--- src/rtl/dist_pkg.sv ---
`timescale 1ns/1ps
package dist_pkg;
  localparam int ADDR_W = 10;

  typedef enum logic [3:0] {
    RG_NONE, RG_CTRL, RG_TYPE, RG_SETEN, RG_CLREN, RG_SETPD, RG_CLRPD,
    RG_PRIO, RG_TGT, RG_CFG, RG_SWI
  } reg_sel_e;

  typedef struct packed {
    reg_sel_e   sel;
    logic [6:0] idx;
  } reg_hit_t;

  // Map a word address onto a register group and a word index within it.
  function automatic reg_hit_t decode_addr(input logic [ADDR_W-1:0] a, input int nsrc);
    reg_hit_t h;
    h.sel = RG_NONE;
    h.idx = '0;
    if (a == 10'h000) h.sel = RG_CTRL;
    else if (a == 10'h001) h.sel = RG_TYPE;
    else if (a == 10'h3C0) h.sel = RG_SWI;
    else if (a[9:6] == 4'b0001) begin
      h.idx = {2'b00, a[4:0]};
      if (int'(a[4:0]) < nsrc / 32) h.sel = a[5] ? RG_CLREN : RG_SETEN;
    end else if (a[9:6] == 4'b0010) begin
      h.idx = {2'b00, a[4:0]};
      if (int'(a[4:0]) < nsrc / 32) h.sel = a[5] ? RG_CLRPD : RG_SETPD;
    end else if (a[9:8] == 2'b01) begin
      h.idx = a[6:0];
      if (int'(a[6:0]) < nsrc / 4) h.sel = a[7] ? RG_TGT : RG_PRIO;
    end else if (a[9:7] == 3'b100) begin
      h.idx = a[6:0];
      if (int'(a[6:0]) < nsrc / 16) h.sel = RG_CFG;
    end
    return h;
  endfunction

  // Coded source count: NUM_SRC = 32*(code+1).
  function automatic logic [4:0] type_code(input int nsrc);
    return 5'(nsrc / 32 - 1);
  endfunction

  // Input qualified by polarity: 1 means the line is at its active level.
  function automatic logic at_active(input logic pol_high, input logic line);
    return pol_high ? line : ~line;
  endfunction
endpackage

--- src/rtl/dist_src_bank.sv ---
`timescale 1ns/1ps
module dist_src_bank
  import dist_pkg::*;
#(
  parameter int NUM_SRC = 64
) (
  input  logic                 clk,
  input  logic                 rst_n,
  input  logic [NUM_SRC-1:0]   irq_in,
  input  logic [NUM_SRC-1:0]   en_set,
  input  logic [NUM_SRC-1:0]   en_clr,
  input  logic [NUM_SRC-1:0]   pd_set,
  input  logic [NUM_SRC-1:0]   pd_clr,
  input  logic [NUM_SRC-1:0]   cfg_we,
  input  logic [2*NUM_SRC-1:0] cfg_wval,
  output logic [NUM_SRC-1:0]   en_q,
  output logic [2*NUM_SRC-1:0] cfg_q,
  output logic [NUM_SRC-1:0]   pend_eff,
  output logic [NUM_SRC-1:0]   edge_evt
);
  for (genvar s = 0; s < NUM_SRC; s++) begin : g_src
    logic prev_in;
    logic pend_q;
    logic act_now;
    logic act_prev;

    assign act_now     = at_active(cfg_q[2*s], irq_in[s]);
    assign act_prev    = at_active(cfg_q[2*s], prev_in);
    assign edge_evt[s] = cfg_q[2*s+1] & act_now & ~act_prev;
    assign pend_eff[s] = pend_q | (~cfg_q[2*s+1] & act_now);

    always_ff @(posedge clk) begin
      if (!rst_n) begin
        en_q[s]          <= 1'b0;
        cfg_q[2*s +: 2]  <= 2'b00;
        prev_in          <= 1'b0;
        pend_q           <= 1'b0;
      end else begin
        prev_in <= irq_in[s];
        if (en_set[s])      en_q[s] <= 1'b1;
        else if (en_clr[s]) en_q[s] <= 1'b0;
        if (cfg_we[s]) cfg_q[2*s +: 2] <= cfg_wval[2*s +: 2];
        // A new set event outranks a clear in the same cycle.
        if (edge_evt[s] || pd_set[s]) pend_q <= 1'b1;
        else if (pd_clr[s])           pend_q <= 1'b0;
      end
    end
  end
endmodule

--- src/rtl/dist_byte_bank.sv ---
`timescale 1ns/1ps
module dist_byte_bank #(
  parameter int NUM_SRC = 64
) (
  input  logic                 clk,
  input  logic                 rst_n,
  input  logic                 we,
  input  logic [6:0]           widx,
  input  logic [31:0]          wdata,
  output logic [8*NUM_SRC-1:0] bytes_q
);
  localparam int NWORD = NUM_SRC / 4;

  for (genvar w = 0; w < NWORD; w++) begin : g_word
    always_ff @(posedge clk) begin
      if (!rst_n)                        bytes_q[32*w +: 32] <= '0;
      else if (we && widx == 7'(w))      bytes_q[32*w +: 32] <= wdata;
    end
  end
endmodule

--- src/rtl/dist_regbank.sv ---
`timescale 1ns/1ps
module dist_regbank
  import dist_pkg::*;
#(
  parameter int NUM_SRC = 64,
  parameter int NUM_CPU = 4
) (
  input  logic                       clk,
  input  logic                       rst_n,
  input  logic                       bus_we,
  input  logic                       bus_re,
  input  logic [9:0]                 bus_addr,
  input  logic [31:0]                bus_wdata,
  output logic [31:0]                bus_rdata,
  input  logic [NUM_SRC-1:0]         irq_in,
  input  logic                       ack_valid,
  input  logic [$clog2(NUM_SRC)-1:0] ack_id,
  output logic [NUM_SRC-1:0]         irq_req,
  output logic [NUM_CPU-1:0]         cpu_hit
);
  localparam int NW_BIT  = NUM_SRC / 32;
  localparam int NW_CFG  = NUM_SRC / 16;
  localparam int NW_BYTE = NUM_SRC / 4;

  reg_hit_t hit;
  logic [NUM_SRC-1:0]   word_mask, en_set, en_clr, pd_set, pd_clr, swi_set, ack_vec;
  logic [NUM_SRC-1:0]   cfg_we;
  logic [2*NUM_SRC-1:0] cfg_wval;
  logic [NUM_SRC-1:0]   en_q, pend_eff, edge_evt;
  logic [2*NUM_SRC-1:0] cfg_q;
  logic [8*NUM_SRC-1:0] prio_q, tgt_q;
  logic                 dist_en;
  logic [31:0]          rd_next;

  assign hit = decode_addr(bus_addr, NUM_SRC);

  // Write-one masks for the bit-per-source groups.
  always_comb begin
    word_mask = '0;
    for (int w = 0; w < NW_BIT; w++)
      if (hit.idx == 7'(w)) word_mask[32*w +: 32] = bus_wdata;
    swi_set = '0;
    if (bus_we && hit.sel == RG_SWI && |bus_wdata[16 +: NUM_CPU])
      swi_set = NUM_SRC'(1) << bus_wdata[3:0];
    ack_vec = ack_valid ? (NUM_SRC'(1) << ack_id) : '0;
    en_set  = (bus_we && hit.sel == RG_SETEN) ? word_mask : '0;
    en_clr  = (bus_we && hit.sel == RG_CLREN) ? word_mask : '0;
    pd_set  = ((bus_we && hit.sel == RG_SETPD) ? word_mask : '0) | swi_set;
    pd_clr  = ((bus_we && hit.sel == RG_CLRPD) ? word_mask : '0) | ack_vec;
    for (int s = 0; s < NUM_SRC; s++) begin
      cfg_we[s]          = bus_we && hit.sel == RG_CFG && hit.idx == 7'(s / 16);
      cfg_wval[2*s +: 2] = bus_wdata[2*(s % 16) +: 2];
    end
  end

  dist_src_bank #(.NUM_SRC(NUM_SRC)) u_src (
    .clk(clk), .rst_n(rst_n), .irq_in(irq_in),
    .en_set(en_set), .en_clr(en_clr), .pd_set(pd_set), .pd_clr(pd_clr),
    .cfg_we(cfg_we), .cfg_wval(cfg_wval),
    .en_q(en_q), .cfg_q(cfg_q), .pend_eff(pend_eff), .edge_evt(edge_evt)
  );

  dist_byte_bank #(.NUM_SRC(NUM_SRC)) u_prio (
    .clk(clk), .rst_n(rst_n), .we(bus_we && hit.sel == RG_PRIO),
    .widx(hit.idx), .wdata(bus_wdata), .bytes_q(prio_q)
  );

  dist_byte_bank #(.NUM_SRC(NUM_SRC)) u_tgt (
    .clk(clk), .rst_n(rst_n), .we(bus_we && hit.sel == RG_TGT),
    .widx(hit.idx), .wdata(bus_wdata), .bytes_q(tgt_q)
  );

  always_ff @(posedge clk) begin
    if (!rst_n)                          dist_en <= 1'b0;
    else if (bus_we && hit.sel == RG_CTRL) dist_en <= bus_wdata[0];
  end

  assign irq_req = pend_eff & en_q & {NUM_SRC{dist_en}};

  always_comb begin
    cpu_hit = '0;
    for (int c = 0; c < NUM_CPU; c++)
      for (int s = 0; s < NUM_SRC; s++)
        cpu_hit[c] = cpu_hit[c] | (irq_req[s] & tgt_q[8*s+c]);
  end

  // Read multiplexer, registered for one-cycle latency.
  always_comb begin
    rd_next = '0;
    case (hit.sel)
      RG_CTRL: rd_next = {31'b0, dist_en};
      RG_TYPE: rd_next = {27'b0, type_code(NUM_SRC)};
      RG_SETEN, RG_CLREN:
        for (int w = 0; w < NW_BIT; w++)
          if (hit.idx == 7'(w)) rd_next = en_q[32*w +: 32];
      RG_SETPD, RG_CLRPD:
        for (int w = 0; w < NW_BIT; w++)
          if (hit.idx == 7'(w)) rd_next = pend_eff[32*w +: 32];
      RG_PRIO:
        for (int w = 0; w < NW_BYTE; w++)
          if (hit.idx == 7'(w)) rd_next = prio_q[32*w +: 32];
      RG_TGT:
        for (int w = 0; w < NW_BYTE; w++)
          if (hit.idx == 7'(w)) rd_next = tgt_q[32*w +: 32];
      RG_CFG:
        for (int w = 0; w < NW_CFG; w++)
          if (hit.idx == 7'(w)) rd_next = cfg_q[32*w +: 32];
      default: rd_next = '0;
    endcase
  end

  always_ff @(posedge clk) begin
    if (!rst_n)      bus_rdata <= '0;
    else if (bus_re) bus_rdata <= rd_next;
  end
endmodule

--- config.mk ---
export PLATFORM = sky130hd
export DESIGN_NAME = dist_regbank
export DESIGN_NICKNAME = d
export VERILOG_FILES = /design/src/rtl/dist_pkg.sv /design/src/rtl/dist_src_bank.sv /design/src/rtl/dist_byte_bank.sv /design/src/rtl/dist_regbank.sv
export SDC_FILE = /design/constraint.sdc
export NUM_CORES = 2
export LEC_CHECK = 0
export BUFFER_PORTS_ARGS = -buffer_cell sky130_fd_sc_hd__buf_2
export CAP_MARGIN = 20
export CORE_UTILIZATION = 30
export CTS_CLUSTER_SIZE = 30
export DETAILED_ROUTE_END_ITERATION = 6
export PLACE_DENSITY = 0.51
export RECOVER_POWER = 50
export SLEW_MARGIN = 0
export SYNTH_ARGS = -nofsm -noshare
export SYNTH_HDL_FRONTEND = slang
export SYNTH_SLANG_ARGS = --single-unit
--- constraint.sdc ---
create_clock -name clk -period 3.2 [get_ports clk]
set_input_delay 0.48 -clock clk [delete_from_list [all_inputs] [get_ports clk]]
set_output_delay 0.48 -clock clk [all_outputs]
set_load 0.005 [all_outputs]
# --- After elaboration in Yosys (flattened, before gate mapping) ---
# Cells that the tools add are included.
classes:
  n_eq_ne: 31
  order_cmp: 3
  n_shift: 2
  addsub: 0
  multipliers: 0
  bitwise_logic: 1024
  n_mux: 450
  div: 0
  n_reduce_logical: 243
op_table:
  columns: ["cell", "n"]
  rows:
  - ["$mux 32", 42]
  - ["$and 1x1->1", 448]
  - ["$mux 1", 384]
  - ["$mux 64", 6]
  - ["$or 1x1->1", 316]
  - ["$not 1->1", 256]
  - ["$reduce_bool 2->1", 128]
  - ["$pmux 32 s7", 1]
  - ["$and 64x64->64", 2]
  - ["$or 64x64->64", 2]
  - ["$logic_or 1x1->1", 64]
  - ["$shl 1x4->64 const A", 1]
  - ["$shl 1x6->64 const A", 1]
  - ["$eq 7x4->1 const B", 8]
  - ["$logic_and 1x1->1", 46]
  - ["$mux 11", 4]
  - ["$eq 7x3->1 const B", 4]
  - ["$mux 4", 6]
  - ["$mux 7", 3]
  - ["$eq 4x3->1 const B", 4]
  - ["$eq 7x2->1 const B", 2]
  - ["$eq 4x2->1 const B", 3]
  - ["$eq 4x4->1 const B", 3]
  - ["$eq 10x1->1 const B", 1]
  - ["14 further kinds", 18]
totals:
  regBits: 1377
  latchBits: 0
  n_memories: 0
  out_inout_bits: 100
  inputBits: 117
  word_cells: 2043
  mem_bits_rw: 0
  mem_bits_ro: 0

# --- Longest topological paths before layout ---
logic_depth:
  depth_word: 70
  ltp_mapped: 13
  ltp_nobuf: 8

# --- Modules after synthesis ---
# From an unflattened synthesis, not the netlist that was laid out.
hier_totals:
  hier_cells: 7295
  hier_area_um2: 67120.6
by_module_without_submodules:
  columns: ["mod", "cells_each", "seq_area_each_um2", "instances", "area_each_um2"]
  rows:
  - ["dist_byte_bank", 1738, 10249.8, 2, 18361.4]
  - ["dist_regbank", 2568, 660.6, 1, 16354.4]
  - ["dist_src_bank", 1251, 6406.1, 1, 14043.5]

# --- Least setup slack after synthesis ---
# Ideal clock, no wire load.
synth_timing:
  kind: "input to register"
  startpoint: "input bus_addr[8]"
  endpoint: "register bus_rdata[2]"
  setup_ns: 0.119
  path_slack_ns: 0.359
  required_ns: 3.081
  cell_stages: 11
  arrival_ns: 2.722
  n_path_buf: 3
  path_cell_list: "buf_2 > mux2_4 > a211oi_2 > a211oi_1 > buf_2 > buf_2 > a22oi_1 > nand3_1 > a2111oi_0 > o21ai_1 > o221a_1"
synth_via:
  elab_chain_cells: 26
  elab_cells_between_ends: 85
  classes_between: "30 x eq/ne; 51 x mux; 4 x reduce/logical"
synth_lines:
  columns: ["element", "line", "text"]
  rows:
  - ["start: declaration", "dist_regbank.sv:12", "input logic [9:0] bus_addr,"]
  - ["$eq 3x3->1", "dist_pkg.sv:32", "end else if (a[9:7] == 3'b100) begin"]
  - ["$mux 11", "dist_pkg.sv:32", null]
  - ["$mux 11", "dist_pkg.sv:29", "end else if (a[9:8] == 2'b01) begin"]
  - ["$mux 11", "dist_pkg.sv:26", "end else if (a[9:6] == 4'b0010) begin"]
  - ["$mux 11", "dist_pkg.sv:23", "else if (a[9:6] == 4'b0001) begin"]
  - ["$mux 7", "dist_pkg.sv:22", "else if (a == 10'h3C0) h.sel = RG_SWI;"]
  - ["$mux 7", "dist_pkg.sv:21", "else if (a == 10'h001) h.sel = RG_TYPE;"]
  - ["$mux 7", "dist_pkg.sv:20", "if (a == 10'h000) h.sel = RG_CTRL;"]
  - ["$logic_not 7->1", null, null]
  - ["$mux 32 (on tied branches) (16 in series)", "dist_regbank.sv:104, dist_regbank.sv:101", null]
  - ["$pmux 32 s7 *", "dist_regbank.sv:90", "case (hit.sel)"]
  - ["end signal: assignment", "dist_regbank.sv:114", "else if (bus_re) bus_rdata <= rd_next;"]
  - ["end: declaration", "dist_regbank.sv:14", "output logic [31:0] bus_rdata,"]
# Every way passes the cells marked *; elsewhere a longest branch is shown, timed or not.
# A chain may end at the register's enable or synchronous reset.

# --- Worst setup path in the final report ---
layout_timing:
  startpoint: "input bus_addr[1]"
  endpoint: "register bus_rdata[14]"
layout_via:
  elab_chain_cells: 25
  elab_cells_between_ends: 88
  classes_between: "3 x order compare; 26 x eq/ne; 55 x mux; 4 x reduce/logical"
layout_lines:
  columns: ["element", "line"]
  rows:
  - ["$mux 11", "dist_pkg.sv:32"]
  - ["$mux 11", "dist_pkg.sv:29"]
  - ["$mux 11", "dist_pkg.sv:26"]
  - ["$mux 11", "dist_pkg.sv:23"]
  - ["$mux 7", "dist_pkg.sv:22"]
  - ["$mux 7", "dist_pkg.sv:21"]
  - ["$mux 7", "dist_pkg.sv:20"]
  - ["$logic_not 7->1", null]
  - ["$mux 32 (on tied branches) (16 in series)", "dist_regbank.sv:104, dist_regbank.sv:101"]
  - ["$pmux 32 s7 *", "dist_regbank.sv:90"]
# Marked as above.

==> summary.md <==
| Metric | Value |
|---|---|
| Status | `complete, but fails checks` |
| Failing checks | `DRC, capacitance limit, slew limit, setup timing` |
| Worst vdd ir | `0.000577 V` |
| Cell count along the critical path | `14` |
| Worst Path Max Fanout | `9` |
| Number of synthesized flops with an enable pin | `0` |
| Mapped Avg Cell Area | `7.42 sq um` |
| #FFs+latches synth | `1377` |
| Antenna violations before repair | `30` |
| Synth Net Count | `8490` |
| Synth-to-Final Area Change | `30.8%` |
| Crit-path cells | `clkbuf_1 > clkbuf_1 > nand2b_1 > clkbuf_2 > a211oi_4 > clkbuf_4 > buf_12 > a22o_1 > a2111oi_0 > buf_4 > a21oi_1 > o221ai_1 > buf_4 > a41oi_1` |
| Max-Cap Viols | `1` |
| All-layer global routing usage | `36.5%` |
| First-pass GRT wire length | `538000 um` |
| Crit path buffers/inverters | `7` |
| Tmin final | `3.84 ns` |
| GP Congestion | `1.05` |
| Cts bufs inserted | `163` |
| H-tree depth | `4` |
| Worst setup path class | `primary input to flip-flop` |
| DRC | `16` |
| Count of antenna-violating nets left after detailed routing | `0` |
| Die area | `0.209 sq mm` |
| Height of the die | `457 um` |
| Slew @ Worst Pin | `1.56 ns` |
| Place WS | `-0.931 ns` |
| Final HPWL DP | `285000 um` |
| Row count | `166` |
| Reg2Reg Depth | `10` |
| Clock Latency Late Sink | `0.83 ns` |
| Asr flop ratio synth | `0%` |
| Clock Skews | `0.0533 ns` |
| Largest net degree at the start of global routing | `235` |
| Share of cells above drive strength 1 | `20.2%` |
| Leak | `0.0282 uW` |
| CTS tree | `built` |
| Drt first pass iters | `7` |
| IO Count | `217` |
| Slew HR | `-3.88%` |
| Via density | `6.00` |
| R2r setup slk | `0.46 ns` |
| Sequential area share after synthesis | `44.3%` |
| Detailed Route Iter0 Violations | `10900` |
| Final setup margin | `-0.644 ns` |
| Total length of routed wires | `397000 um` |
| Yosys top cell by area | `dfxtp_1` |
| Unrepaired setup endpoints after global routing | `yes` |
| Share of the synthesized area in the top cell type | `44.3%` |
| Final net count | `9206` |
| Top cells by count, synth | `nand2_1 (2660), dfxtp_1 (1377), a21oi_1 (1337)` |
| Mean routed wirelength per cell | `33.3 um` |
| Crit path arrival time | `4.54 ns` |
| Main synth FF type | `dfxtp_1` |
| Vias in the first global route | `64900` |
| DIE WIDTH | `457 um` |
| Initial Util | `30.3%` |
| Fin Setup TNS | `-41.43 ns` |
| Mapped Area | `0.0622 sq mm` |
| Routed via count | `71400` |
| Tcrit/Tclk final | `120%` |
| Min-Delay Path Class | `primary input to flip-flop` |
| Setup crit end kind | `flip-flop` |
| Post-synth cell types | `93` |
| Yosys warns | `0` |
| Area contributors post-synth | `dfxtp_1 (44%), nand2_1 (16%), a21oi_1 (11%), clkbuf_1 (4.3%), a22oi_1 (4.1%)` |
| I/O Buffers | `216` |
| Final Setup Violations | `443` |
| P per Cell Area | `482 mW/mm^2` |
| CP max stage delay | `0.89 ns` |
| Mapped Cells | `8373` |
| Final Hold Viols | `0` |
| Core ar. | `0.205 sq mm` |
| Clk buf depth | `3` |
| Root buffer cell | `clkbuf_16` |
| CP Data Required Time | `3.90 ns` |
| Count leader, synth | `nand2_1` |
| FMAX | `260 MHz` |
| Final Max Slew Viols | `61` |
| Crit-path slowest cell | `a2111oi_0` |
| CTS Sinks | `1377` |
| Grt total ovfl | `0` |
| Startpoint Class | `primary input` |
| Cell family with most CP delay | `buffers and inverters` |
| Clock-pin slew on the worst setup and hold paths | `0.06 ns` |
| Hold-critical path depth | `2` |
## area by class of cell
cell class | count | area (sq um)
antenna | 9 | 22.5
clock buffer | 245 | 4810
clock inverter | 42 | 583
fill | 21100 | 124000
inverter | 5 | 26.3
multi-input combinational | 6139 | 32700
sequential | 1377 | 27600
tap | 2688 | 3360
timing repair buffer | 1403 | 12200
## metrics by stage
step	utilization, %	instances	total power, uW	cell area (sq um)	hold slack [ns]
floorplan	-	8373	18600	62200	0.431
global placement	36.3	11500	20100	74500	0.438
detailed placement	36.3	11500	20100	74500	0.445
CTS	39.8	11900	39200	81700	0.000560
global route	39.6	11900	40000	81300	0.0319
finish	39.6	11900	39200	81300	0.0492
## worst paths after layout
| path | from | end |
|---|---|---|
| min reg2reg | u_tgt.bytes_q[438] | u_tgt.bytes_q[438] |
| max reg2reg | u_tgt.bytes_q[34] | bus_rdata[2] |
| max | bus_addr[1] | bus_rdata[14] |
| min | irq_in[44] | u_src.g_src[44].prev_in |
## kinds of logic (layout without fill, tap and decap cells)
logic type	Yosys count	after routing	share of synthesized area, %
mux	11	11	0.217
flops	1377	1377	44.3
compound gates	2679	2679	27.1
xor+xnor	38	38	0.535
other cells	0	9	0
buf+inv	857	1695	5.49
simple gates	3411	3411	22.3
## flip-flops by register name, indices dropped and copies added (netlist names)
register	cells
u_prio.bytes_q	512
u_src.g_src.pend_q	64
bus_rdata	32
u_src.g_src.prev_in	64
u_src.cfg_q	128
u_tgt.bytes_q	512
dist_en	1
u_src.en_q	64
## per-layer routing
metal  vias to the layer above  share of wire (%)  global-route usage (%)
met4                        12                8.0                    24.9
met2                      4804                 43                    54.9
met5                         -              0.022                       0
met1                     34900                 39                    46.9
met3                      1097                 10                    7.18
li1                      30600                  -                       -
## cells in the final DEF (no fill, tap or decap), drive strengths merged, types with 9 or more instances in the layout
| cell type | count |
|---|---|
| nand2b | 11 |
| dlygate4sd3 | 58 |
| a22o | 94 |
| nor3 | 43 |
| o22ai | 70 |
| nand4 | 45 |
| a22oi | 340 |
| a222oi | 50 |
| a32oi | 52 |
| inv | 9 |
| a221oi | 119 |
| nand2 | 2660 |
| o2111ai | 9 |
| clkinv | 22 |
| clkbuf | 355 |
| buf | 1232 |
| a31oi | 54 |
| xor2 | 38 |
| and3 | 78 |
| o221a | 9 |
| o221ai | 42 |
| nor2 | 288 |
| dfxtp | 1377 |
| nand3 | 119 |
| o21bai | 66 |
| a221o | 27 |
| and2 | 74 |
| nor4 | 17 |
| nor2b | 40 |
| o21ai | 252 |
| a2111oi | 22 |
| o211ai | 24 |
| a211oi | 28 |
| diode | 9 |
| or2 | 12 |
| bufinv | 11 |
| a21oi | 1340 |
## timing repair
| item | 4_1_cts | 5_1_grt |
|---|---|---|
| gates cloned | 3 | 0 |
| endpoints found under the hold margin | 58 | 0 |
| setup endpoints to repair | 16 | 7 |
| hold buffers | 58 | 0 |
| resized for setup | 275 | 53 |
| setup buffers | 10 | 8 |
| pin swaps | 92 | 50 |
## power breakdown
| group | switching [uW] | internal, uW |
|---|---|---|
| Combinational | 1970 | 705 |
| Clock | 8050 | 11300 |
| Sequential | 23.1 | 17200 |
| Total | 10000 | 29100 |
Power figures use the tool's default switching activity.
